### src/rtl/irq_pkg.sv
package irq_pkg;
  parameter int          UNIT_LINES  = 8;
  parameter int          DATA_W      = 8;
  parameter int          CASC_SLOT   = 2;
  parameter logic [7:0]  PRI_VEC     = 8'h08;
  parameter logic [7:0]  SEC_VEC     = 8'h70;
  parameter logic [7:0]  EOI_CODE    = 8'h20;
  parameter logic [7:0]  PRI_CMD_ADR = 8'h20;
  parameter logic [7:0]  PRI_MSK_ADR = 8'h21;
  parameter logic [7:0]  SEC_CMD_ADR = 8'hA0;
  parameter logic [7:0]  SEC_MSK_ADR = 8'hA1;
endpackage

### src/rtl/irq_sync.sv
module irq_sync #(
  parameter int W = 16
) (
  input  logic         clk_i,
  input  logic         rst_ni,
  input  logic [W-1:0] async_i,
  output logic [W-1:0] sync_o
);
  logic [W-1:0] stage1_q, stage2_q;

  always_ff @(posedge clk_i or negedge rst_ni) begin
    if (!rst_ni) begin
      stage1_q <= '0;
      stage2_q <= '0;
    end else begin
      stage1_q <= async_i;
      stage2_q <= stage1_q;
    end
  end

  assign sync_o = stage2_q;
endmodule

### src/rtl/irq_prio_unit.sv
module irq_prio_unit #(
  parameter int         LINES     = 8,
  parameter int         DATA_W    = 8,
  parameter logic [7:0] VEC_BASE  = 8'h08,
  parameter logic [7:0] EOI_CODE  = 8'h20,
  parameter bit         CASC_EN   = 1'b0,
  parameter int         CASC_LINE = 2
) (
  input  logic                     clk_i,
  input  logic                     rst_ni,
  input  logic [LINES-1:0]         req_i,
  input  logic                     casc_i,
  input  logic                     mask_we_i,
  input  logic                     cmd_we_i,
  input  logic [DATA_W-1:0]        wdata_i,
  input  logic                     ack_i,
  output logic                     int_o,
  output logic [$clog2(LINES)-1:0] win_o,
  output logic [LINES-1:0]         isr_o,
  output logic [7:0]               vec_o
);
  localparam int IW = $clog2(LINES);

  logic [LINES-1:0] irr_q, irr_d;
  logic [LINES-1:0] isr_q, isr_d;
  logic [LINES-1:0] imr_q, imr_d;
  logic [LINES-1:0] prev_q;
  logic [LINES-1:0] casc_sel, rise, irr_view, pend;
  logic [LINES-1:0] win_oh, top_oh;
  logic [IW-1:0]    win_idx, top_idx;
  logic             any_pend, any_isr, ack_take, eoi;

  // variant: cascade slot replaces one latched line by a live level
  generate
    if (CASC_EN) begin : g_casc
      assign casc_sel = LINES'(1) << CASC_LINE;
    end else begin : g_plain
      assign casc_sel = '0;
    end
  endgenerate

  function automatic logic [IW-1:0] first_set(input logic [LINES-1:0] v);
    logic [IW-1:0] idx;
    idx = '0;
    for (int i = LINES - 1; i >= 0; i--) begin
      if (v[i]) idx = IW'(i);
    end
    return idx;
  endfunction

  always_comb begin
    rise     = req_i & ~prev_q & ~casc_sel;
    irr_view = (irr_q & ~casc_sel) | (casc_i ? casc_sel : '0);
    pend     = irr_view & ~imr_q;
    any_pend = |pend;
    win_idx  = first_set(pend);
    win_oh   = any_pend ? (LINES'(1) << win_idx) : '0;
    any_isr  = |isr_q;
    top_idx  = first_set(isr_q);
    top_oh   = any_isr ? (LINES'(1) << top_idx) : '0;
    int_o    = any_pend && (!any_isr || (win_idx < top_idx));
    ack_take = ack_i && int_o;
    eoi      = cmd_we_i && (wdata_i == DATA_W'(EOI_CODE));
  end

  // next-state
  always_comb begin
    irr_d = (irr_q & ~(ack_take ? win_oh : '0)) | rise;
    isr_d = (isr_q & ~(eoi ? top_oh : '0)) | (ack_take ? win_oh : '0);
    imr_d = mask_we_i ? wdata_i[LINES-1:0] : imr_q;
  end

  always_ff @(posedge clk_i or negedge rst_ni) begin
    if (!rst_ni) begin
      irr_q  <= '0;
      isr_q  <= '0;
      imr_q  <= '0;
      prev_q <= '0;
    end else begin
      irr_q  <= irr_d;
      isr_q  <= isr_d;
      imr_q  <= imr_d;
      prev_q <= req_i;
    end
  end

  assign win_o = win_idx;
  assign isr_o = isr_q;
  assign vec_o = VEC_BASE + 8'(win_idx);

  p_ack_clears_req_r6: assert property (@(posedge clk_i) disable iff (!rst_ni)
    (ack_take && ((rise & win_oh) == '0)) |=> ((irr_q & $past(win_oh)) == '0));

  p_ack_sets_isr_r6: assert property (@(posedge clk_i) disable iff (!rst_ni)
    ack_take |=> ((isr_q & $past(win_oh)) != '0));

  p_eoi_drops_one_r8: assert property (@(posedge clk_i) disable iff (!rst_ni)
    (eoi && !ack_take && any_isr) |=> ($countones(isr_q) == $countones($past(isr_q)) - 1));

  p_other_cmd_keeps_r8: assert property (@(posedge clk_i) disable iff (!rst_ni)
    (!eoi && !ack_take) |=> ((isr_q & ~$past(isr_q)) == '0 && $countones(isr_q) == $countones($past(isr_q))));
endmodule

### src/rtl/cascade_irq_ctrl.sv
module cascade_irq_ctrl
  import irq_pkg::*;
#(
  parameter int LINES = UNIT_LINES
) (
  input  logic               clk_i,
  input  logic               rst_ni,
  input  logic [2*LINES-1:0] irq_i,
  input  logic               wr_i,
  input  logic [7:0]         addr_i,
  input  logic [DATA_W-1:0]  wdata_i,
  input  logic               inta_i,
  output logic               int_o,
  output logic [7:0]         vec_o
);
  localparam int IW = $clog2(LINES);

  logic [2*LINES-1:0] irq_s;
  logic               m_int, s_int, m_ack, s_ack;
  logic [IW-1:0]      m_win, s_win;
  logic [LINES-1:0]   m_isr, s_isr;
  logic [7:0]         m_vec, s_vec;
  logic               m_msk_we, m_cmd_we, s_msk_we, s_cmd_we;

  irq_sync #(.W(2*LINES)) u_sync (
    .clk_i(clk_i), .rst_ni(rst_ni), .async_i(irq_i), .sync_o(irq_s)
  );

  always_comb begin
    m_msk_we = wr_i && (addr_i == PRI_MSK_ADR);
    m_cmd_we = wr_i && (addr_i == PRI_CMD_ADR);
    s_msk_we = wr_i && (addr_i == SEC_MSK_ADR);
    s_cmd_we = wr_i && (addr_i == SEC_CMD_ADR);
    m_ack    = inta_i && m_int;
    s_ack    = m_ack && (m_win == IW'(CASC_SLOT));
    vec_o    = m_ack ? (s_ack ? s_vec : m_vec) : 8'h00;
  end

  irq_prio_unit #(
    .LINES(LINES), .DATA_W(DATA_W), .VEC_BASE(PRI_VEC), .EOI_CODE(EOI_CODE),
    .CASC_EN(1'b1), .CASC_LINE(CASC_SLOT)
  ) u_primary (
    .clk_i(clk_i), .rst_ni(rst_ni), .req_i(irq_s[LINES-1:0]), .casc_i(s_int),
    .mask_we_i(m_msk_we), .cmd_we_i(m_cmd_we), .wdata_i(wdata_i), .ack_i(inta_i),
    .int_o(m_int), .win_o(m_win), .isr_o(m_isr), .vec_o(m_vec)
  );

  irq_prio_unit #(
    .LINES(LINES), .DATA_W(DATA_W), .VEC_BASE(SEC_VEC), .EOI_CODE(EOI_CODE),
    .CASC_EN(1'b0), .CASC_LINE(CASC_SLOT)
  ) u_secondary (
    .clk_i(clk_i), .rst_ni(rst_ni), .req_i(irq_s[2*LINES-1:LINES]), .casc_i(1'b0),
    .mask_we_i(s_msk_we), .cmd_we_i(s_cmd_we), .wdata_i(wdata_i), .ack_i(s_ack),
    .int_o(s_int), .win_o(s_win), .isr_o(s_isr), .vec_o(s_vec)
  );

  assign int_o = m_int;

  p_vec_range_r5: assert property (@(posedge clk_i) disable iff (!rst_ni)
    m_ack |-> ((vec_o >= PRI_VEC && vec_o < PRI_VEC + 8'(LINES)) ||
               (vec_o >= SEC_VEC && vec_o < SEC_VEC + 8'(LINES))));

  p_sec_marks_pri_r6: assert property (@(posedge clk_i) disable iff (!rst_ni)
    s_ack |=> (m_isr[CASC_SLOT] && s_isr != '0));

  p_no_vec_idle_r10: assert property (@(posedge clk_i) disable iff (!rst_ni)
    !m_ack |-> (vec_o == 8'h00));
endmodule

### config.mk
export PLATFORM = sky130hd
export DESIGN_NAME = cascade_irq_ctrl
export DESIGN_NICKNAME = d
export VERILOG_FILES = /design/src/rtl/irq_pkg.sv /design/src/rtl/irq_sync.sv /design/src/rtl/irq_prio_unit.sv /design/src/rtl/cascade_irq_ctrl.sv
export SDC_FILE = /design/constraint.sdc
export NUM_CORES = 1
export LEC_CHECK = 0
export ABC_CLOCK_PERIOD_IN_PS = 3600
export BUFFER_PORTS_ARGS = -buffer_cell sky130_fd_sc_hd__buf_2
export CELL_PAD_IN_SITES_DETAIL_PLACEMENT = 2
export CELL_PAD_IN_SITES_GLOBAL_PLACEMENT = 2
export CORE_UTILIZATION = 35
export CTS_BUF_LIST = sky130_fd_sc_hd__clkbuf_8 sky130_fd_sc_hd__clkbuf_16
export DETAILED_ROUTE_END_ITERATION = 8
export PLACE_DENSITY_LB_ADDON = 0.12
export SYNTH_ARGS = -nofsm -noshare
export SYNTH_HDL_FRONTEND = slang
export SYNTH_SLANG_ARGS = --single-unit
### constraint.sdc
create_clock -name clk_i -period 3.6 [get_ports clk_i]
set_input_delay 0.18 -clock clk_i [delete_from_list [all_inputs] [get_ports clk_i]]
set_output_delay 0.18 -clock clk_i [all_outputs]
set_load 0.02 [all_outputs]
Word level (Yosys, flattened, before mapping)
Index checks and enable logic that the tools add are counted.

Flip-flop bits (word level): 96. Input port bits: 36.

Add/subtract/negate cells: 2. Magnitude comparators: 2. Equal/unequal tests: 6. Shift-type cells: 4. Multiplexer cells: 43. Bitwise logic cells: 21. Reductions and logical operators: 19.

Operators by type and width (count): 3-bit two-way mux (33); 8-bit two-way mux (10); 8-bit bitwise AND (8); 8-bit inverter (8); 8-bit bitwise OR (5); 8-bit OR reduction (4); 1-bit by 3-bit << shifter with 8-bit output (first input constant) (4); 8-bit by 6-bit == test with 1-bit output (second input constant) (3); 8-bit == test (second input constant) (2); 1-bit logical AND (11); 7-bit by 3-bit adder with 8-bit output (first input constant) (1); 3-bit < comparator (2); 4-bit by 3-bit adder with 5-bit output (first input constant) (1); 3-bit by 2-bit == test with 1-bit output (second input constant) (1); 1-bit logical NOT (2); 1-bit logical OR (2).

Logic depth before layout (Yosys ltp)
Gate-level depths: netlist (run 1).

Word-level depth: 34. Mapped depth: 18. Gate-level depth less buffers: 17.

Cells and area by module
From an unflattened synthesis (run 1), not the netlist that was laid out.

Cells, all modules: 393. Area total of the unflattened synthesis: 4280.4 um^2.

By module, submodules not included: irq_prio_unit at u_primary (instances 1, cells each 163, area an instance 1612.8 um^2, sequential area each 750.7 um^2); irq_prio_unit at u_secondary (instances 1, cells each 158, area an instance 1607.8 um^2, sequential area each 800.8 um^2); irq_sync (instances 1, cells each 32, area an instance 800.8 um^2, sequential area each 800.8 um^2); cascade_irq_ctrl (instances 1, cells each 40, area an instance 259.0 um^2, sequential area each 0.0 um^2).

Least setup slack after synthesis (run 1)
Ideal clock, no wire load.

Path type: flip-flop to output port. Start: register u_secondary.irr_q[6]. End: output port vec_o[0]. Arrival time: 3845 ps. Data required time: 3420 ps. Slack: -425 ps. Cell stages (with the launch flop): 17. Path buffers: 1. Cell sequence: dfrtp_1 nor2b_1 nor4_2 nor2_1 ha_1 a21oi_1 a32o_2 nand3b_4 o211a_1 buf_2 nor3b_2 ha_1 a21oi_1 o211ai_2 a22oi_4 o31ai_2 a211oi_2.

Longest elaborated chain between the ends: 24. Elaborated cells between the ends (all ways): 29.

RTL lines: start, declared (line irq_prio_unit.sv:24) `logic [LINES-1:0] irr_q, irr_d;`; start signal, assigned (line irq_prio_unit.sv:80) `irr_q <= irr_d;`; 8-bit bitwise AND (*) (line irq_prio_unit.sv:54) `pend = irr_view & ~imr_q;`; 3-bit two-way mux (7 in series) (line irq_prio_unit.sv:46) `if (v[i]) idx = IW'(i);`; 3-bit < comparator (line irq_prio_unit.sv:61) `int_o = any_pend && (!any_isr || (win_idx < top_idx));`; 1-bit logical OR (line irq_prio_unit.sv:61); 1-bit logical AND (line irq_prio_unit.sv:61); 3-bit two-way mux (line irq_prio_unit.sv:53) `irr_view = (irr_q & ~casc_sel) | (casc_i ? casc_sel : '0);`; 8-bit bitwise OR (line irq_prio_unit.sv:53); 8-bit bitwise AND (line irq_prio_unit.sv:54); 3-bit two-way mux (3 in series) (line irq_prio_unit.sv:46); 3-bit < comparator (line irq_prio_unit.sv:61); 1-bit logical OR (line irq_prio_unit.sv:61); 1-bit logical AND (line irq_prio_unit.sv:61); 1-bit logical AND (line cascade_irq_ctrl.sv:34) `m_ack = inta_i && m_int;`; 1-bit logical AND (line cascade_irq_ctrl.sv:35) `s_ack = m_ack && (m_win == IW'(CASC_SLOT));`; 8-bit two-way mux (line cascade_irq_ctrl.sv:36) `vec_o = m_ack ? (s_ack ? s_vec : m_vec) : 8'h00;`; 8-bit two-way mux (*) (line cascade_irq_ctrl.sv:36); end, declared (line cascade_irq_ctrl.sv:14) `output logic [7:0] vec_o`.

Mark *: on every way between the ends. The rest lies on a longest branch, timed or not.

Worst setup path in the final report (run 1)
Start: register u_secondary.irr_q[7]. End: output port vec_o[1].

Longest elaborated chain between the ends: 25. Elaborated cells between the ends (all ways): 30.

RTL lines (line): 8-bit bitwise AND (*) (irq_prio_unit.sv:54); 3-bit two-way mux (8 in series) (irq_prio_unit.sv:46); 3-bit < comparator (irq_prio_unit.sv:61); 1-bit logical OR (irq_prio_unit.sv:61); 1-bit logical AND (irq_prio_unit.sv:61); 3-bit two-way mux (irq_prio_unit.sv:53); 8-bit bitwise OR (irq_prio_unit.sv:53); 8-bit bitwise AND (irq_prio_unit.sv:54); 3-bit two-way mux (3 in series) (irq_prio_unit.sv:46); 3-bit < comparator (irq_prio_unit.sv:61); 1-bit logical OR (irq_prio_unit.sv:61); 1-bit logical AND (irq_prio_unit.sv:61); 1-bit logical AND (cascade_irq_ctrl.sv:34); 1-bit logical AND (cascade_irq_ctrl.sv:35); 8-bit two-way mux (cascade_irq_ctrl.sv:36); 8-bit two-way mux (*) (cascade_irq_ctrl.sv:36).

Marked as above.

==> flow_summary.yaml, run 1 <==
timing:
  period_minus_slack_ps: 4171
  fmax_mhz: 239.8
  fin_ws_ps: -570.9
  setup_violations: 39
  setup_tns_ps: -14770
  finalHoldViolCount: 0
  slew_viol_final: 0
  max_slew_margin: 0.5631
  hold_slack_ps: 114.7
  grt_setup_unrepaired: "yes"
  tightest_slew_ps: 651.5
  fin_crit_sh: 1.159
  fin_skew_ps: 9.676
synthesis:
  async_reset_ff_frac: 1.000
  synth_fp_nets: 389
  ys_dominant_reg_cell: "dfrtp_1"
  synth_area_um2: 4008
  synth_top_area_cell: "dfrtp_1"
  synthDistinctLibCells: 52
  seq_area_frac_synth: 0.5745
  ys_warn_count: 0
  synth_top_area_frac: 0.5745
  synthTopCellsByArea: "dfrtp_1 57%, mux2_2 4.5%, nand2_1 3.7%"
  synth_seq_cells: 92
  avgSynthCellArea_um2: 11.48
  postSynthCellCount: 349
  synth-edff-count: 0
clock_network:
  cts.sinks: 92
  clock-root-buffer: "clkbuf_16"
  cts_tree: "built"
  clk-insertion-delay-late_ps: 350
  path_clk_slew_ps: 70
  cts_max_level: 3
  clk_path_buf_depth: 2
  numCtsBuffers: 9
floorplan:
  dieArea_um2: 11880
  std_cell_rows: 38
  fp.dieH_um: 109.0
  initial_core_util: 0.3649
  die_w_um: 109.0
  fp.coreArea_um2: 10980
  io_pins: 45
global_routing:
  grt-ovfl-total: 0
  antenna_found_initial: 0
  grt_max_degree: 35
  grt_use_total: 0.2415
  grt_pass1_vias: 3659
  grt_first_pass_wirelength_mm: 20.89
placed_design:
  gp_congestion: 0.7798
  port_buffers: 42
  dp_hpwl_mm: 8.582
  dp.cells: 573
  postPlaceCellArea_um2: 4813
  pre_cts_slack_ps: -327.1
job:
  drv_cap: 0
status:
  status: "finished, violations left"
  violations: "negative setup slack"
detailed_routing:
  wl_met1_mm: 5.996
  wl_met3_um: 646
  dr.pass1.iters: 4
  wirelength_mm: 14.33
  vias_per_cell: 5.267
  drc: 0
  dr_total_vias: 3313
  drtIter0Drc: 206
  ant_nets: 0
  wl_met2_mm: 7.240
  wire_per_inst_um: 22.78
  routed.top_layer: "met4"
power_and_ir_drop:
  p_leak_nw: 2.690
  p_int_mw: 1.614
  power_mw: 2.182
  power_density_nw_per_um2: 383.8
  switchingPower_uw: 568.2
  ir_drop_v: 0.0002117
  swShare: 0.2604
  combinationalPowerShare: 0.071
  pwr-share-clk: 0.430
  seq_power_share: 0.499
setup_path:
  critical_path.endpoint_type: "primary output"
  worstRegToRegCells: 18
  crit_type: "register to primary output"
  arrival_ps: 3990
  path_max_fanout: 3
  ff2ff_setup_slack_ps: -450
  crit_path_start_kind: "register"
  worstPathRequired_ps: 3420
cells_and_area:
  final_core_util: 0.5177
  layout-drive-gt1-share: 0.4151
  n_antenna_cell: 0
  num-fill-cells: 1084
  area_delta_synth_final_pct: 41.87
  final_area_um2: 5685
  final_nets: 524
  finalNonFillerCells: 629
min_path:
  min_path_cells: 2
  hold_path_class: "input pin to register"
==> Yosys cell counts (4+ instances only) <==
master,n
a21oi_1,14
a22o_1,15
dfrtp_1,92
ha_1,4
inv_1,22
mux2_2,16
nand2_1,40
nand2b_1,10
nand3_1,11
nor2_1,23
nor2b_1,14
nor3_1,8
nor4_2,4
o21ai_0,20
==> area by class of cell <==
type / instances / area, um^2 / area share
Clock buffer: 9 / 225.2 / 0.03961
Inverter: 22 / 82.58 / 0.01452
Multi-Input combinational cell: 229 / 1863 / 0.3277
Clock inverter: 7 / 58.81 / 0.01034
Timing Repair Buffer: 130 / 978.4 / 0.1721
Sequential cell: 92 / 2302 / 0.4049
Tap cell: 140 / 175.2 / 0.03081
==> timing repair <==
action | 4_1_cts | 5_1_grt
setup buffers | 14 | 11
hold buffers | 16 | 0
hold endpoints to repair | 47 | 0
pin swaps | 27 | 19
resized for setup | 50 | 15
setup endpoints to repair | 38 | 39
==> metal layers <==
layer | vias up | track usage
li1 | 1493 | -
met1 | 1693 | 0.3116
met2 | 100 | 0.4079
met3 | 27 | 0.04184
met4 | 0 | 0.08301
met5 | - | 0
==> registers in the layout, indices dropped and copies added, names as in the netlist <==
name and count:
u_sync.stage1_q 15, u_sync.sync_o 15, u_primary.imr_q 8, u_primary.isr_o 8, u_secondary.imr_q 8, u_secondary.irr_q 8, u_secondary.isr_o 8, u_secondary.prev_q 8
u_primary.irr_q 7, u_primary.prev_q 7
==> cell families (layout without fill, tap and decap cells) <==
family                     after synthesis  after routing  share of synthesized area
AOI/OAI and AO/OA                       77             77                     0.1555
DFF                                     92             92                     0.5745
and+or+nand+nor                        131            131                     0.1817
buffers and inverters                   28            168                    0.02997
adders and majority gates                4              4                    0.01249
other                                    1              1                  0.0009357
muxes                                   16             16                    0.04496
==> worst paths after layout <==
kind / start / end
min in group asynchronous: rst_ni / u_primary.isr_o[0]$_DFF_PN0_
max reg2reg: u_secondary.irr_q[7]$_DFF_PN0_ / u_secondary.irr_q[1]$_DFF_PN0_
min reg2reg: u_sync.stage1_q[4]$_DFF_PN0_ / u_sync.sync_o[4]$_DFF_PN0_
min: wdata_i[2] / u_secondary.imr_q[2]$_DFFE_PN0P_
max in group asynchronous: rst_ni / u_primary.imr_q[0]$_DFFE_PN0P_
max: u_secondary.irr_q[7]$_DFF_PN0_ / vec_o[1]
==> placed cells by master (no fill, tap or decap), types with 4 or more instances in the layout <==
| master | netlist | final |
|---|---|---|
| ha_4 | 0 | 4 |
| buf_2 | 3 | 33 |
| o21ai_1 | 1 | 4 |
| nor2b_1 | 14 | 9 |
| dfrtp_1 | 92 | 92 |
| nand2_1 | 40 | 30 |
| nand2_2 | 0 | 8 |
| a21oi_1 | 14 | 9 |
| nor3_1 | 8 | 8 |
| nand3_1 | 11 | 7 |
| nand2b_1 | 10 | 10 |
| o21ai_0 | 20 | 15 |
| nor2b_4 | 0 | 4 |
| mux2_2 | 16 | 16 |
| a22o_1 | 15 | 15 |
| dlygate4sd3_1 | 0 | 16 |
| buf_4 | 3 | 70 |
| buf_6 | 0 | 10 |
| nor2_1 | 23 | 20 |
| inv_1 | 22 | 22 |
| clkbuf_16 | 0 | 9 |
==> worst max-delay path: stages, from the launching register on <==
cell      delay, ps
dfrtp_1         410
nor2b_4         160
nor4_4          350
nor2_4          100
ha_4            320
a21oi_4          80
a32o_2          270
nand3b_4        170
o211a_4         180
nor3b_4         260
ha_4            270
a21oi_4         180
o211ai_4        110
a22oi_4         240
o31ai_4         170
nor3b_4         230
buf_6           140
==> power by group through the flow <==
stage / Clock, mW / Sequential, mW / Combinational (mW)
after global routing: 0.987 / 1.09 / 0.167
after global placement: 0 / 1.10 / 0.116
after CTS: 0.952 / 1.09 / 0.145
after detailed placement: 0 / 1.11 / 0.121
final: 0.939 / 1.09 / 0.154
after floorplan: 0 / 1.10 / 0.0528
Power figures use the tool's default switching activity.
==> run 2, diff against run 1 <==
--- a/config.mk
+++ b/config.mk
@@ -5,12 +5,11 @@
 export SDC_FILE = /design/constraint.sdc
 export NUM_CORES = 1
 export LEC_CHECK = 0
-export ABC_CLOCK_PERIOD_IN_PS = 3600
+export ABC_CLOCK_PERIOD_IN_PS = 3700
 export BUFFER_PORTS_ARGS = -buffer_cell sky130_fd_sc_hd__buf_2
 export CELL_PAD_IN_SITES_DETAIL_PLACEMENT = 2
 export CELL_PAD_IN_SITES_GLOBAL_PLACEMENT = 2
 export CORE_UTILIZATION = 35
-export CTS_BUF_LIST = sky130_fd_sc_hd__clkbuf_8 sky130_fd_sc_hd__clkbuf_16
 export DETAILED_ROUTE_END_ITERATION = 8
 export PLACE_DENSITY_LB_ADDON = 0.12
 export SYNTH_ARGS = -nofsm -noshare
==> constraint.sdc (replaced) <==
create_clock -name clk_i -period 3.7 [get_ports clk_i]
set_input_delay 0.185 -clock clk_i [delete_from_list [all_inputs] [get_ports clk_i]]
set_output_delay 0.185 -clock clk_i [all_outputs]
set_load 0.02 [all_outputs]
==> flow_summary.yaml, run 2 (synthesized netlist as in run 1, its figures left out) <==
status:
  status: "finished, violations left"
  violations: "negative setup slack"
clock_network:
  numCtsBuffers: 9
  cts.sinks: 92
  clk_path_buf_depth: 2
  clk-insertion-delay-late_ps: 360
  path_clk_slew_ps: 70
  cts_max_level: 3
  clock-root-buffer: "clkbuf_16"
  cts_tree: "built"
global_routing:
  antenna_found_initial: 0
  grt_pass1_vias: 3592
  grt_max_degree: 72
  grt_first_pass_wirelength_mm: 19.90
  grt_use_total: 0.2305
  grt-ovfl-total: 0
power_and_ir_drop:
  p_leak_nw: 2.650
  switchingPower_uw: 554.7
  power_density_nw_per_um2: 380.4
  combinationalPowerShare: 0.066
  seq_power_share: 0.498
  p_int_mw: 1.571
  pwr-share-clk: 0.436
  ir_drop_v: 0.0001988
  swShare: 0.2609
setup_path:
  path_max_fanout: 3
  crit_type: "register to primary output"
  ff2ff_setup_slack_ps: -280
  crit_path_start_kind: "register"
  startpoint: "u_secondary.irr_q[7]$_DFF_PN0_"
  worstRegToRegCells: 16
  r2r_start: "u_secondary.irr_q[7]$_DFF_PN0_"
  timing.rr.end: "u_secondary.irr_q[6]$_DFF_PN0_"
  worstPathRequired_ps: 3510
  cp-endpoint: "vec_o[2]"
  arrival_ps: 3940
  critical_path.endpoint_type: "primary output"
cells_and_area:
  mostFrequentLayoutCells: "92 x dfrtp_1, 71 x buf_4, 34 x buf_2"
  area_delta_synth_final_pct: 39.43
  layout-drive-gt1-share: 0.4004
  n_antenna_cell: 0
  final_common_cell: "dfrtp_1"
  final_nets: 522
floorplan:
  dieArea_um2: 11880
  initial_core_util: 0.3649
  fp.coreArea_um2: 10980
  fp.dieH_um: 109.0
  std_cell_rows: 38
  die_w_um: 109.0
  io_pins: 45
detailed_routing:
  drtIter0Drc: 125
  dr_total_vias: 3294
  drc: 0
  dr.pass1.iters: 4
  wire_per_inst_um: 21.58
  ant_nets: 0
  vias_per_cell: 5.254
  wirelength_mm: 13.53
timing:
  grt_setup_unrepaired: "yes"
  setup_tns_ps: -7893
  finalHoldViolCount: 0
  period_minus_slack_ps: 4124
  fin_skew_ps: 9.965
  fmax_mhz: 242.5
  tightest_slew_ps: 907.2
  slew_viol_final: 0
  setup_violations: 38
  max_slew_margin: 0.3952
  fin_crit_sh: 1.114
  fin_ws_ps: -423.6
placed_design:
  dp_hpwl_mm: 8.104
  gp_congestion: 0.7735
  pre_cts_slack_ps: -94.61
  port_buffers: 42
job:
  drv_cap: 0
min_path:
  hold_path_class: "input pin to register"
==> run 2: changes by cell type in the layout (fill, tap and decap cells not counted), sizes merged <==
cell / previous run / this run
buf: 114 / 112
inv: 27 / 26
clkinvlp: 2 / 1
clkinv: 0 / 2
==> run 2: per-layer routing <==
layer / track usage / vias to the layer above / wire [um]
met3: 0.04184 / 19 / 352
met2: 0.3810 / 68 / 7053
met1: 0.3065 / 1712 / 5896
li1: - / 1495 / -
met5: 0 / - / 0
met4: 0.07143 / 0 / 229
==> run 2: stage by stage <==
stage	hold slack (ps)	utilization	area [um^2]	cells	total power, mW
detailed placement	295.0	0.4362	4791	570	1.191
finish	110.7	0.5088	5588	627	2.126
global placement	292.3	0.4362	4791	570	1.184
global route	111.2	0.5088	5588	627	2.199
floorplan	-110.6	-	4109	349	1.121
CTS	114.8	0.4970	5459	618	2.128
==> run 2: how the worst min path moves through the flow <==
stage | start | to | slack, ps | cells past startpoint
after floorplan | rst_ni | u_primary.imr_q[0]$_DFFE_PN0P_ | -110 | 0
after global placement | irq_i[13] | u_sync.stage1_q[13]$_DFF_PN0_ | 290 | 1
after detailed placement | irq_i[14] | u_sync.stage1_q[14]$_DFF_PN0_ | 290 | 1
after CTS | wdata_i[2] | u_primary.imr_q[2]$_DFFE_PN0P_ | 110 | 2
after global routing | wdata_i[2] | u_primary.imr_q[2]$_DFFE_PN0P_ | 110 | 2
final | wdata_i[2] | u_primary.imr_q[2]$_DFFE_PN0P_ | 110 | 2
==> run 2: final cells by class <==
type | instances | area (um^2)
multi-input cells | 229 | 1794
flip-flops and latches | 92 | 2302
well taps | 140 | 175.2
clock buffers | 9 | 225.2
repair buffers | 128 | 942.2
fillers | 1084 | 5395
clock inverters | 7 | 66.31
inverters | 22 | 82.58
==> run 2: power groups by stage <==
stage          clock network [mW]  logic, mW  registers (mW)
2_1_floorplan                   0     0.0514            1.07
6_report                    0.927      0.140            1.06
5_1_grt                     0.983      0.154            1.06
3_5_place_dp                    0      0.114            1.08
3_3_place_gp                    0      0.110            1.07
4_1_cts                     0.936      0.134            1.06
==> run 2: worst max-delay path, cell delays in order (launching register included) <==
cell and delay [ps]:
dfrtp_1 420, nor2b_4 160, nor4_4 350, nor2_4 100, ha_4 290, nand2_2 50
a32o_2 260, buf_4 140, buf_4 140, o211ai_4 220, a21oi_2 100, ha_2 360
nand3_1 70, a21oi_1 290, a22oi_4 110, buf_4 160, buf_6 110, o21a_1 120
buf_6 140
==> run 2: timing repair <==
action,4_1_cts,5_1_grt
gates cloned,0,0
buffers inserted,16,9
gates resized for setup,29,14
hold buffers,16,0
setup endpoints to repair,37,38
endpoints found under the hold margin,20,0
pin swaps,22,14
==> run 3, diff against run 2 <==
--- a/config.mk
+++ b/config.mk
@@ -5,11 +5,12 @@
 export SDC_FILE = /design/constraint.sdc
 export NUM_CORES = 1
 export LEC_CHECK = 0
+export ABC_AREA = 1
 export ABC_CLOCK_PERIOD_IN_PS = 3700
 export BUFFER_PORTS_ARGS = -buffer_cell sky130_fd_sc_hd__buf_2
 export CELL_PAD_IN_SITES_DETAIL_PLACEMENT = 2
 export CELL_PAD_IN_SITES_GLOBAL_PLACEMENT = 2
-export CORE_UTILIZATION = 35
+export CORE_UTILIZATION = 32
 export DETAILED_ROUTE_END_ITERATION = 8
 export PLACE_DENSITY_LB_ADDON = 0.12
 export SYNTH_ARGS = -nofsm -noshare
==> flow_summary.yaml, run 3 <==
min_path:
  min_path_cells: 3
  hold_path_class: "input pin to register"
  holdPathEnd: "u_secondary.imr_q[0]$_DFFE_PN0P_"
  hold_start: "wdata_i[0]"
synthesis:
  synth.most_common_cell: "nand2_1"
  avgSynthCellArea_um2: 9.042
  postSynthCellCount: 433
  synth_top_area_frac: 0.5880
  synth_area_um2: 3915
  synthDistinctLibCells: 36
  ys_dominant_reg_cell: "dfrtp_1"
  synth-edff-count: 0
  synth_top_area_cell: "dfrtp_1"
  synth_fp_nets: 473
  synth_seq_cells: 92
  synthTopCellsByArea: "dfrtp_1 59%, nand2_1 9.2%, inv_1 7.7%"
  seq_area_frac_synth: 0.5880
  ys_warn_count: 0
  async_reset_ff_frac: 1.000
  ys_top_cells_by_count: "96 x nand2_1, 92 x dfrtp_1, 80 x inv_1"
cells_and_area:
  n_antenna_cell: 0
  final_nets: 579
  num-fill-cells: 1287
  final_core_util: 0.4408
  mostFrequentLayoutCells: "91 x dfrtp_1, 88 x nand2_1, 73 x inv_1"
  area_delta_synth_final_pct: 34.68
  final_area_um2: 5273
  layout-drive-gt1-share: 0.2849
  final_common_cell: "dfrtp_1"
setup_path:
  crit_type: "register to primary output"
  crit_path_frequent_cell: "nand2_2"
  startpoint: "u_secondary.isr_o[1]$_DFF_PN0_"
  arrival_ps: 3560
  critPathBufInv: 7
  worstRegToRegCells: 24
  cp_top_family: "simple AND/OR/NAND/NOR gates"
  cp_num_cells: 27
  r2r_start: "u_secondary.isr_o[1]$_DFF_PN0_"
  slowest_delay_ps: 430
  critPathSlowestCell: "dfrtp_2"
  crit_path_start_kind: "register"
  timing.rr.end: "u_secondary.isr_o[1]$_DFF_PN0_"
  worstPathRequired_ps: 3510
  critical_path.endpoint_type: "primary output"
  ff2ff_setup_slack_ps: 10
  path_max_fanout: 3
clock_network:
  clock-root-buffer: "clkbuf_16"
  cts.sinks: 92
  numCtsBuffers: 9
  clk-insertion-delay-late_ps: 340
  path_clk_slew_ps: 70
  cts_tree: "built"
  clk_path_buf_depth: 2
  cts_max_level: 3
timing:
  period_minus_slack_ps: 3744
  fmax_mhz: 267.1
  tightest_slew_ps: 928.8
  fin_crit_sh: 1.012
  fin_skew_ps: 8.443
  finalHoldViolCount: 0
  max_slew_margin: 0.3751
  grt_setup_unrepaired: "yes"
  fin_ws_ps: -43.72
  setup_violations: 2
  slew_viol_final: 0
placed_design:
  port_buffers: 42
  postPlaceCellArea_um2: 4310
  gp_congestion: 0.7515
  dp_hpwl_mm: 7.445
power_and_ir_drop:
  ir_drop_v: 0.0002920
  power_density_nw_per_um2: 398.6
  p_leak_nw: 2.682
status:
  violations: "negative setup slack"
  status: "finished, violations left"
global_routing:
  grt_use_total: 0.1961
  antenna_found_initial: 0
  grt_max_degree: 69
  grt_pass1_vias: 3791
  grt_first_pass_wirelength_mm: 18.93
  grt-ovfl-total: 0
detailed_routing:
  drtIter0Drc: 108
  vias_per_cell: 4.805
  drc: 0
  ant_nets: 0
  dr.pass1.iters: 4
  dr_total_vias: 3320
  wire_per_inst_um: 17.10
  wirelength_mm: 11.82
floorplan:
  std_cell_rows: 40
  fp.coreArea_um2: 11960
  dieArea_um2: 12680
  initial_core_util: 0.3273
  die_w_um: 112.6
  fp.dieH_um: 112.6
  io_pins: 45
job:
  drv_cap: 0
run 3: where the power goes:
part | switching (mW) | leakage [nW] | internal [mW]
clock | 0.413 | 0.136 | 0.529
sequential | 0.0137 | 1.08 | 1.04
combinational | 0.0661 | 1.47 | 0.0413
run 3: cells by family (layout without fill, tap and decap cells):
group                    Yosys count  after routing  share of synthesized area
other                              1              1                  0.0009579
AO/OA/AOI/OAI                     67             67                     0.1020
flip-flops                        92             92                     0.5880
buffers and inverters             89            200                    0.09044
adder cells (fa/ha/maj)            4              4                    0.01278
AND/OR/NAND/NOR                  180            180                     0.2058
run 3: worst max path at each step:
| stage | end | slack, ps |
|---|---|---|
| 2_1_floorplan | vec_o[0] | 80 |
| 3_3_place_gp | vec_o[0] | 260 |
| 3_5_place_dp | u_secondary.irr_q[0]$_DFF_PN0_ | 110 |
| 4_1_cts | vec_o[0] | 10 |
| 5_1_grt | vec_o[0] | -240 |
| 6_report | vec_o[0] | -40 |
run 3: worst reg2reg max path, delay by kind of cell, from the launching register on:
family / cells / cell delay, ps
buffers and inverters: 20 / 2540
and+or+nand+nor: 2 / 480
AOI/OAI and AO/OA: 2 / 170
DFF: 1 / 430
run 3: metrics by stage:
stage          TNS, ps  setup WS (ps)  hold slack (ps)  cells  total power [mW]
5_1_grt         -931.7         -242.6            172.1    691             2.187
3_5_place_dp         0          111.7            294.7    621             1.164
4_1_cts              0          11.92            146.9    684             2.128
6_report        -44.84         -43.72            152.0    691             2.102
2_1_floorplan        0          80.17           -110.6    433             1.105
3_3_place_gp         0          263.8            292.4    621             1.157
run 3: area by class of cell:
class | count | area [um^2] | area share
Timing Repair Buffer | 102 | 718.2 | 0.1362
Multi-Input combinational cell | 252 | 1458 | 0.2765
Inverter | 82 | 310.3 | 0.05885
Clock inverter | 6 | 70.07 | 0.01329
Clock buffer | 10 | 229.0 | 0.04343
Sequential cell | 92 | 2303 | 0.4369
Tap cell | 147 | 183.9 | 0.03488
run 3: what timing repair did:
item | CTS | global route
endpoints found under the setup margin | 8 | 26
resized for setup | 8 | 48
endpoints found under the hold margin | 49 | 0
setup buffers | 31 | 10
pin swaps | 1 | 23
hold buffers | 16 | 0
run 3: routing by layer:
layer  track usage  share of wire  vias up
met5             0              0        -
met4       0.07200          0.022        0
met3       0.02970          0.031       19
met2        0.3403           0.51       61
met1        0.2473           0.44     1668
li1              -              -     1572
